**src/rtl/hlc_pkg.sv**
```systemverilog
`timescale 1ns/1ps
package hlc_pkg;

    typedef enum logic [0:0] {
        ST_BOUNDARY = 1'b0,
        ST_STREAM   = 1'b1
    } hlc_state_e;

    typedef struct packed {
        logic first;
        logic last;
        logic frame_last;
    } hlc_mark_t;

endpackage

```
**src/rtl/hlc_ctrl_fsm.sv**
```systemverilog
`timescale 1ns/1ps
module hlc_ctrl_fsm
    import hlc_pkg::*;
(
    input  logic clk,
    input  logic rst,
    input  logic frame_done,
    output logic stream_en,
    output logic load_en
);

    hlc_state_e state_q;
    hlc_state_e state_d;

    always_ff @(posedge clk) begin
        if (rst) begin
            state_q <= ST_BOUNDARY;
        end else begin
            state_q <= state_d;
        end
    end

    always_comb begin
        state_d = state_q;
        unique case (state_q)
            ST_BOUNDARY: state_d = ST_STREAM;
            ST_STREAM:   if (frame_done) state_d = ST_BOUNDARY;
            default:     state_d = ST_BOUNDARY;
        endcase
    end

    always_comb begin
        stream_en = 1'b0;
        load_en   = 1'b0;
        unique case (state_q)
            ST_BOUNDARY: load_en   = 1'b1;
            ST_STREAM:   stream_en = 1'b1;
            default:     load_en   = 1'b0;
        endcase
    end

    // the boundary state lasts exactly one cycle
    p_boundary_single_r10: assert property (@(posedge clk) disable iff (rst)
        (state_q == ST_BOUNDARY) |=> (state_q == ST_STREAM));

    // streaming continues until an end-of-frame pixel is taken
    p_hold_stream_r7: assert property (@(posedge clk) disable iff (rst)
        (state_q == ST_STREAM && !frame_done) |=> (state_q == ST_STREAM));

    // accepted end-of-frame always leads to the boundary
    p_eof_to_boundary_r10: assert property (@(posedge clk) disable iff (rst)
        (state_q == ST_STREAM && frame_done) |=> (state_q == ST_BOUNDARY));

endmodule

```
**src/rtl/hlc_shadow_cfg.sv**
```systemverilog
`timescale 1ns/1ps
module hlc_shadow_cfg #(
    parameter int COORD_W = 16
) (
    input  logic                 clk,
    input  logic                 rst,
    input  logic                 load_en,
    input  logic                 reload_dis,
    input  logic                 bypass_in,
    input  logic [2*COORD_W-1:0] size_in,
    input  logic [2*COORD_W-1:0] clip_in,
    output logic                 act_bypass,
    output logic [COORD_W-1:0]   act_width_m1,
    output logic [COORD_W-1:0]   act_height_m1,
    output logic [COORD_W-1:0]   act_left,
    output logic [COORD_W-1:0]   act_right
);

    localparam int HI = 2 * COORD_W - 1;
    localparam int LO = COORD_W - 1;

    logic take;
    assign take = load_en && !reload_dis;

    always_ff @(posedge clk) begin
        if (rst) begin
            act_bypass    <= 1'b1;
            act_width_m1  <= '0;
            act_height_m1 <= '0;
            act_left      <= '0;
            act_right     <= '0;
        end else if (take) begin
            act_bypass    <= bypass_in;
            act_width_m1  <= size_in[HI:COORD_W];
            act_height_m1 <= size_in[LO:0];
            act_left      <= clip_in[HI:COORD_W];
            act_right     <= clip_in[LO:0];
        end
    end

    logic [4*COORD_W:0] act_all;
    assign act_all = {act_bypass, act_width_m1, act_height_m1, act_left, act_right};

    // active set frozen outside the boundary state
    p_frozen_outside_boundary_r7: assert property (@(posedge clk) disable iff (rst)
        !load_en |=> $stable(act_all));

    // reload disabled at the boundary keeps the previous set
    p_reload_hold_r8: assert property (@(posedge clk) disable iff (rst)
        (load_en && reload_dis) |=> $stable(act_all));

    // an enabled boundary copies the programmed width
    p_reload_take_r7: assert property (@(posedge clk) disable iff (rst)
        (load_en && !reload_dis) |=> (act_width_m1 == $past(size_in[HI:COORD_W])));

endmodule

```
**src/rtl/hlc_col_track.sv**
```systemverilog
`timescale 1ns/1ps
module hlc_col_track
    import hlc_pkg::*;
#(
    parameter int COORD_W = 16
) (
    input  logic               clk,
    input  logic               rst,
    input  logic               clear,
    input  logic               fire,
    input  logic               in_sol,
    input  logic               in_eof,
    input  logic               act_bypass,
    input  logic [COORD_W-1:0] act_width_m1,
    input  logic [COORD_W-1:0] act_height_m1,
    input  logic [COORD_W-1:0] act_left,
    input  logic [COORD_W-1:0] act_right,
    output logic               keep,
    output hlc_mark_t          mark
);

    localparam logic [COORD_W-1:0] ONE = COORD_W'(1);

    logic [COORD_W-1:0] col_q;
    logic [COORD_W-1:0] line_q;
    logic [COORD_W-1:0] cur_col;
    logic [COORD_W-1:0] last_col;
    logic               line_end;

    assign cur_col  = in_sol ? '0 : col_q;
    // modular: an all-ones right count reaches the final column
    assign last_col = act_width_m1 - act_right - ONE;
    assign line_end = (cur_col == act_width_m1);

    always_comb begin
        if (act_bypass) begin
            keep       = 1'b1;
            mark.first = (cur_col == '0);
            mark.last  = line_end;
        end else begin
            keep       = (cur_col >= act_left) && (cur_col <= last_col);
            mark.first = (cur_col == act_left);
            mark.last  = (cur_col == last_col);
        end
        mark.frame_last = (line_q == act_height_m1);
    end

    always_ff @(posedge clk) begin
        if (rst || clear) begin
            col_q  <= '0;
            line_q <= '0;
        end else if (fire) begin
            if (line_end) begin
                col_q  <= '0;
                line_q <= line_q + ONE;
            end else begin
                col_q  <= cur_col + ONE;
            end
        end
    end

    // input assumption, start-of-line only at column 0
    p_sol_at_col0_r5: assert property (@(posedge clk) disable iff (rst)
        (fire && in_sol) |-> (col_q == '0));

    // input assumption, end-of-frame only at the last column of the last line
    p_eof_at_end_r6: assert property (@(posedge clk) disable iff (rst)
        (fire && in_eof) |-> (line_end && line_q == act_height_m1));

    // column counter stays inside the source line
    p_col_range_r2: assert property (@(posedge clk) disable iff (rst)
        !clear |-> (col_q <= act_width_m1));

    // lines never run past the programmed height
    p_line_range_r6: assert property (@(posedge clk) disable iff (rst)
        !clear |-> (line_q <= act_height_m1));

endmodule

```
**src/rtl/hline_clip.sv**
```systemverilog
`timescale 1ns/1ps
module hline_clip
    import hlc_pkg::*;
#(
    parameter int PIX_W   = 24,
    parameter int COORD_W = 16
) (
    input  logic                 clk,
    input  logic                 rst,
    input  logic                 cfg_bypass,
    input  logic                 cfg_reload_dis,
    input  logic [2*COORD_W-1:0] cfg_size,
    input  logic [2*COORD_W-1:0] cfg_clip,
    input  logic                 in_valid,
    output logic                 in_ready,
    input  logic [PIX_W-1:0]     in_data,
    input  logic                 in_sol,
    input  logic                 in_eof,
    output logic                 out_valid,
    input  logic                 out_ready,
    output logic [PIX_W-1:0]     out_data,
    output logic                 out_sol,
    output logic                 out_eol,
    output logic                 out_eof
);

    logic               stream_en;
    logic               load_en;
    logic               fire;
    logic               frame_done;
    logic               keep;
    hlc_mark_t          mark;
    logic               act_bypass;
    logic [COORD_W-1:0] act_width_m1;
    logic [COORD_W-1:0] act_height_m1;
    logic [COORD_W-1:0] act_left;
    logic [COORD_W-1:0] act_right;

    hlc_ctrl_fsm i_fsm (
        .clk        (clk),
        .rst        (rst),
        .frame_done (frame_done),
        .stream_en  (stream_en),
        .load_en    (load_en)
    );

    hlc_shadow_cfg #(.COORD_W(COORD_W)) i_shadow (
        .clk           (clk),
        .rst           (rst),
        .load_en       (load_en),
        .reload_dis    (cfg_reload_dis),
        .bypass_in     (cfg_bypass),
        .size_in       (cfg_size),
        .clip_in       (cfg_clip),
        .act_bypass    (act_bypass),
        .act_width_m1  (act_width_m1),
        .act_height_m1 (act_height_m1),
        .act_left      (act_left),
        .act_right     (act_right)
    );

    hlc_col_track #(.COORD_W(COORD_W)) i_track (
        .clk           (clk),
        .rst           (rst),
        .clear         (load_en),
        .fire          (fire),
        .in_sol        (in_sol),
        .in_eof        (in_eof),
        .act_bypass    (act_bypass),
        .act_width_m1  (act_width_m1),
        .act_height_m1 (act_height_m1),
        .act_left      (act_left),
        .act_right     (act_right),
        .keep          (keep),
        .mark          (mark)
    );

    assign in_ready   = stream_en && (out_ready || !keep);
    assign fire       = in_valid && in_ready;
    assign frame_done = fire && in_eof;

    assign out_valid  = stream_en && in_valid && keep;
    assign out_data   = in_data;
    assign out_sol    = mark.first;
    assign out_eol    = mark.last;
    assign out_eof    = mark.last && mark.frame_last;

    // nothing accepted or offered during reset
    p_quiet_in_reset_r1: assert property (@(posedge clk)
        rst |-> (!in_ready && !out_valid));

    // bypass forwards every offered pixel
    p_bypass_forward_r4: assert property (@(posedge clk) disable iff (rst)
        (stream_en && act_bypass && in_valid) |-> out_valid);

    // dropped pixels never stall
    p_drop_no_stall_r9: assert property (@(posedge clk) disable iff (rst)
        (stream_en && in_valid && !out_valid) |-> in_ready);

    // kept pixels follow downstream back-pressure
    p_kept_backpressure_r9: assert property (@(posedge clk) disable iff (rst)
        out_valid |-> (in_ready == out_ready));

endmodule

```
**config.mk**
```make
export PLATFORM = sky130hd
export DESIGN_NAME = hline_clip
export DESIGN_NICKNAME = d
export VERILOG_FILES = /design/src/rtl/hlc_pkg.sv /design/src/rtl/hlc_ctrl_fsm.sv /design/src/rtl/hlc_shadow_cfg.sv /design/src/rtl/hlc_col_track.sv /design/src/rtl/hline_clip.sv
export SDC_FILE = /design/constraint.sdc
export NUM_CORES = 1
export LEC_CHECK = 0
export ABC_AREA = 1
export BUFFER_PORTS_ARGS = -buffer_cell sky130_fd_sc_hd__buf_2
export CELL_PAD_IN_SITES_DETAIL_PLACEMENT = 0
export CELL_PAD_IN_SITES_GLOBAL_PLACEMENT = 1
export CORE_ASPECT_RATIO = 2
export CORE_MARGIN = 2
export CORE_UTILIZATION = 40
export DETAILED_ROUTE_END_ITERATION = 7
export PLACE_DENSITY = 0.89
export SLEW_MARGIN = 30
export SYNTH_ARGS = -nofsm -noshare
export SYNTH_HDL_FRONTEND = slang
export SYNTH_SLANG_ARGS = --single-unit
```
**constraint.sdc**
```tcl
create_clock -name clk -period 3.8 [get_ports clk]
set_input_delay 0.38 -clock clk [delete_from_list [all_inputs] [get_ports clk]]
set_output_delay 0.38 -clock clk [all_outputs]
set_load 0.01 [all_outputs]
```
Yosys cells after proc, flatten, opt, wreduce, memory -nomap -nowiden. Index checks and enable logic that the tools add are counted.

Mux-type cells: 8. Magnitude comparators: 2. Reductions and logical operators: 14. Equal/unequal tests: 4. Add/subtract/negate cells: 4. Bitwise gates (word level): 1.

Operators with widths (number): 16-bit == test (4); 16-bit by 1-bit adder with 16-bit output (second input constant) (2); 16-bit 2-to-1 mux (2); 16-bit greater-or-equal comparator (1); 16-bit less-or-equal comparator (1); 16-bit zero test (1); 16-bit by 1-bit subtractor with 16-bit output (second input constant) (1); 16-bit subtractor (1); 1-bit logical AND (8); 1-bit 2-to-1 mux (4); 1-bit zero test (2); 1-bit logical OR (2); 2-bit 2-to-1 mux (1); 1-bit one-hot mux with 2 select lines (1); 2-bit AND reduction (1); 1-bit inverter (1).

Input bits: 96. Logic and storage cells: 41. Register bits: 98.

Longest topological paths before layout.
Word-level depth: 12. Depth in mapped cells: 25. Depth with buffers taken out: 24.

By module. From an unflattened synthesis, not the netlist that was laid out.

Cells, all modules: 1170. Area total of the unflattened synthesis: 7383.3 µm².

By module, submodules not included: hlc_col_track (seq. area each 640.6 µm², cells each 713, instances 1, area each 4339.2 µm²); hlc_shadow_cfg (seq. area each 1301.2 µm², cells each 419, instances 1, area each 2776.4 µm²); hline_clip (seq. area each 0.0 µm², cells each 35, instances 1, area each 235.2 µm²); hlc_ctrl_fsm (seq. area each 20.0 µm², cells each 3, instances 1, area each 32.5 µm²).

Worst setup path before layout. Ideal clock, no wire load.

Path type: reg2out. From: reg i_shadow.act_width_m1[0]. To: out out_eof. Buffers on the path: 0. Path slack: 0.369 ns. Cell stages (with the launch flop): 18. Data required time: 3.420 ns. Arrival time: 3.051 ns. Cell sequence: dfxtp_1 -> ha_1 -> fa_1 -> nand3_1 -> nand2_1 -> a21oi_1 -> o21ai_0 -> nand3_1 -> o21ai_0 -> xor2_1 -> ha_1 -> nand2_1 -> nor2_1 -> nand4_1 -> nor2_1 -> nor2_1 -> a21oi_1 -> nor3b_1.

Cells in the longest elaborated chain, start to end: 5. Elaborated cells between the ends (all ways): 6. Classes of those cells: add/sub: 2; eq/ne: 2; mux: 1; reduce/logical: 1.

RTL lines: from (decl) (RTL line hlc_shadow_cfg.sv:13) `output logic [COORD_W-1:0] act_width_m1,`; from (signal assigned) (RTL line hlc_shadow_cfg.sv:34) `act_width_m1 <= size_in[HI:COORD_W];`; 16-bit subtractor (RTL line hlc_col_track.sv:32) `assign last_col = act_width_m1 - act_right - ONE;`; 16-bit by 1-bit subtractor with 16-bit output (RTL line hlc_col_track.sv:32); 16-bit == test (RTL line hlc_col_track.sv:43) `mark.last = (cur_col == last_col);`; 2-bit 2-to-1 mux * (RTL line hlc_col_track.sv:36) `if (act_bypass) begin`; via out_eol (RTL line hline_clip.sv:23) `output logic out_eol,`; 1-bit logical AND * (RTL line hline_clip.sv:86) `assign out_eof = mark.last && mark.frame_last;`; to (decl) (RTL line hline_clip.sv:24) `output logic out_eof`.

The timed path passes the listed nets; every way through them passes the cells marked *.

Worst setup path in the final report.
From: reg i_shadow.act_right[0]. To: out out_eof.

Cells in the longest elaborated chain, start to end: 5.

RTL lines: from (decl) (RTL line hlc_shadow_cfg.sv:16) `output logic [COORD_W-1:0] act_right`; from (signal assigned) (RTL line hlc_shadow_cfg.sv:37) `act_right <= clip_in[LO:0];`; 16-bit subtractor (RTL line hlc_col_track.sv:32); 16-bit by 1-bit subtractor with 16-bit output (RTL line hlc_col_track.sv:32); 16-bit == test (RTL line hlc_col_track.sv:43); 2-bit 2-to-1 mux (RTL line hlc_col_track.sv:36); 1-bit logical AND (RTL line hline_clip.sv:86).

No other way between the ends.

==> impl_metrics.tcl <==
set metrics [dict create \
    outcome "finished, final reports clean" \
    crit_fanout 3 \
    worstPathCellList "inv_2 > ha_4 > fa_2 > nand3_2 > nand2_2 > a21oi_4 > o21ai_2 > nand3_2 > o21ai_1 > xor2_1 > ha_1 > nand2_2 > nor2_4 > nand4_1 > nor2_1 > nor2_2 > a21oi_2 > nor3b_2 > buf_2" \
    place_inst 1150 \
    grt.total_usage_pct 21.03 \
    grt_pass1_vias 5719 \
    rr_endpoint "i_track.col_q[14]" \
    crit_family "simple AND/OR/NAND/NOR gates" \
    clock_sinks 98 \
    place.gp.congestion 0.8883 \
    clock_path_buffers 2 \
    cts_inserted_buffers 9 \
    period_minus_slack_ns 3.670 \
    die_w_um 92.72 \
    r2r_start "i_shadow.act_right[0]" \
    routed_wl_um 17480 \
    p_total_uw 2684 \
    vias 5905 \
    grt_max_degree 56 \
    holdCritPathClass "in2reg" \
    initial_core_util_pct 40.95 \
    die_y_um 181.4 \
    required_ns 3.42 \
    cpPeakStageDelay_ns 0.38 \
    first_iter_violations 252 \
    antenna_found_initial 0 \
    place_hpwl_um 13680 \
    min_to "i_shadow.act_height_m1[5]" \
    slew_viol_final 0 \
    ant_nets 0 \
    synth_compound_area_share_pct 16.38 \
    final_area_mm2 0.007393 \
    place_area_mm2 0.006739 \
    synth_top_area_share_pct 31.16 \
    critPathLaunchType "flip-flop" \
    stdcell_count 1175 \
    rows 64 \
    max_cap_viol_count 0 \
    min_path_cells 3 \
    yosysUniqueCellTypes 38 \
    grt_overflow 0 \
    endpoint_kind "output port" \
    yosys_warnings 0 \
    setup_ws_ns 0.1301 \
    ioPinCount 125 \
    syn_area_per_cell_um2 6.888 \
    syn2layout_area_growth_pct 17.43 \
    tightest_slew_ns 0.7843 \
    drive_above_1_share_pct 19.45 \
    finalHoldViolations 0 \
    p_per_area_mw_per_mm2 363.0 \
    reg2reg_depth 23 \
    cts_tree "built" \
    clock_latency_ns 0.36 \
    cts_max_level 3 \
    ys_ff_latch 98 \
    setup_viol 0 \
    synth_seq_area_share_pct 31.16 \
    port-buffer-count 76 \
    nets 1119 \
    crit_slowest_cell "fa_2" \
    synth_area_leader_cell "dfxtp_1" \
    final_common_cell "nand2_1" \
    root_buffer "clkbuf_16" \
    fin_crit_sh_pct 96.58 \
    min_from "cfg_size[5]" \
    layout.cells.most_common_list "nand2_1 (170), nor2_1 (116), inv_1 (102), dfxtp_1 (89), o21ai_0 (85)" \
    cp.arrival_ns 3.29 \
    peakVddDrop_v 0.0002044 \
    synthTopCellsByArea "dfxtp_1 (31%), nand2_1 (11%), ha_1 (9.9%)" \
    drtPass1Iterations 4 \
    utilization_pct 48.09 \
    vias_per_cell 5.026 \
    die_area_mm2 0.01682 \
    wire_per_inst_um 14.88 \
    synthAdderAreaFrac_pct 10.25 \
    fmax_ghz 0.2725 \
    cts.clk_slew.worst_paths_ns 0.07 \
    syn-instance-count 914 \
    core_mm2 0.01537 \
    post-place-ws_ns 0.06234 \
    cts_hold_buf 0 \
    grt_pass1_wl_um 27720 \
    synth_top_family_by_area "simple AND/OR/NAND/NOR gates" \
    p_leak_uw 0.003404 \
    slew_headroom_pct 47.64 \
    syn_area_mm2 0.006296 \
    drc_errors 0 \
    insertedDiodeCount 0 \
    synth.area.mux_share_pct 0 \
    synth_nets 1061 \
    critical_path_class "reg2out" \
    reg2reg_slack_ns 0.38 \
    cp_num_buf_inv 2 \
    synth-xor-area-share_pct 5.982 \
    skew_ns 0.01397 \
    yosys.area_share.simple_pct 24.80 \
]
==> power breakdown <==
| group | internal [µW] | switching [µW] |
|---|---|---|
| registers | 1080 | 38.5 |
| logic | 288 | 385 |
| clock network | 456 | 435 |
| total | 1830 | 859 |
==> worst min-delay path, delay by kind of cell <==
family	cells	cell delay, ns
AND/OR/NAND/NOR	2	0.11
buffers and inverters	1	0.07
==> synthesized netlist by cell type, drive strengths merged <==
library cell  instances
ha                   50
nand4                14
nor4                  5
o22ai                 2
a21boi                1
o21ai                90
a221oi                2
a21o                  4
a21oi                88
o21a                  1
a211oi                3
clkbuf               24
nand3b                6
a311oi                1
nand2               182
nand3                24
buf                  30
o41ai                 1
xnor2                10
nor3                  9
inv                 107
dfxtp                98
nor2                123
nor3b                 2
a32o                  1
fa                    1
xor2                 33
o21bai                2
==> routing by layer <==
metal / vias up / part of all wire (%) / track usage, %
met3: 34 / 2.5 / 1.867
met2: 97 / 55 / 39.65
met4: 0 / 4.5 / 13.18
met1: 2714 / 38 / 21.68
li1: 3060 / - / -
met5: - / 0 / 0
==> cell type report <==
cell class,instances,area [µm²]
multi-input cells,655,3902
inverters,107,401.6
repair buffers,101,580.6
well taps,198,247.7
clock buffers,9,225.2
clock inverters,7,62.56
flip-flops and latches,98,1973
fillers,1643,7981
==> through the flow <==
stage / setup TNS, ns / hold slack (ns)
6_report: 0 / 0.2439
5_1_grt: -0.1107 / 0.2609
4_1_cts: 0 / 0.2366
3_5_place_dp: 0 / 0.4558
3_3_place_gp: 0 / 0.4498
2_1_floorplan: 0 / 0.4331
==> flip-flops by register name, indices dropped and copies added (netlist names) <==
register	flops
i_track.col_q	16
i_shadow.act_left	16
i_shadow.act_right	16
i_track.line_q	16
i_shadow.act_height_m1	16
i_shadow.act_bypass	1
i_fsm.state_q	1
i_shadow.act_width_m1	16
==> cell families (layout without fill, tap and decap cells) <==
| logic type | Yosys count | after routing |
|---|---|---|
| AOI/OAI and AO/OA | 196 | 196 |
| xor gates and xnor gates | 43 | 43 |
| adders and majority gates | 51 | 51 |
| buffers and inverters | 161 | 224 |
| DFF | 98 | 98 |
| and+or+nand+nor | 365 | 365 |
==> repair_timing <==
action | in CTS | in global routing
pin swaps | 2 | 21
gates resized for setup | 13 | 57
setup endpoints to repair | 4 | 25
cloned | 0 | 0
setup buffers | 0 | 9
==> worst max path at each step <==
stage / start / endpoint / cells after the start
after floorplan: i_shadow.act_width_m1[0] / out_eof / 17
after global placement: i_shadow.act_width_m1[2] / i_track.col_q[3] / 20
after detailed placement: i_shadow.act_width_m1[2] / i_track.col_q[3] / 21
after CTS: i_shadow.act_width_m1[0] / in_ready / 20
after global routing: i_shadow.act_right[0] / out_eof / 19
final: i_shadow.act_right[0] / out_eof / 19
(Power assumes the default switching activity.)
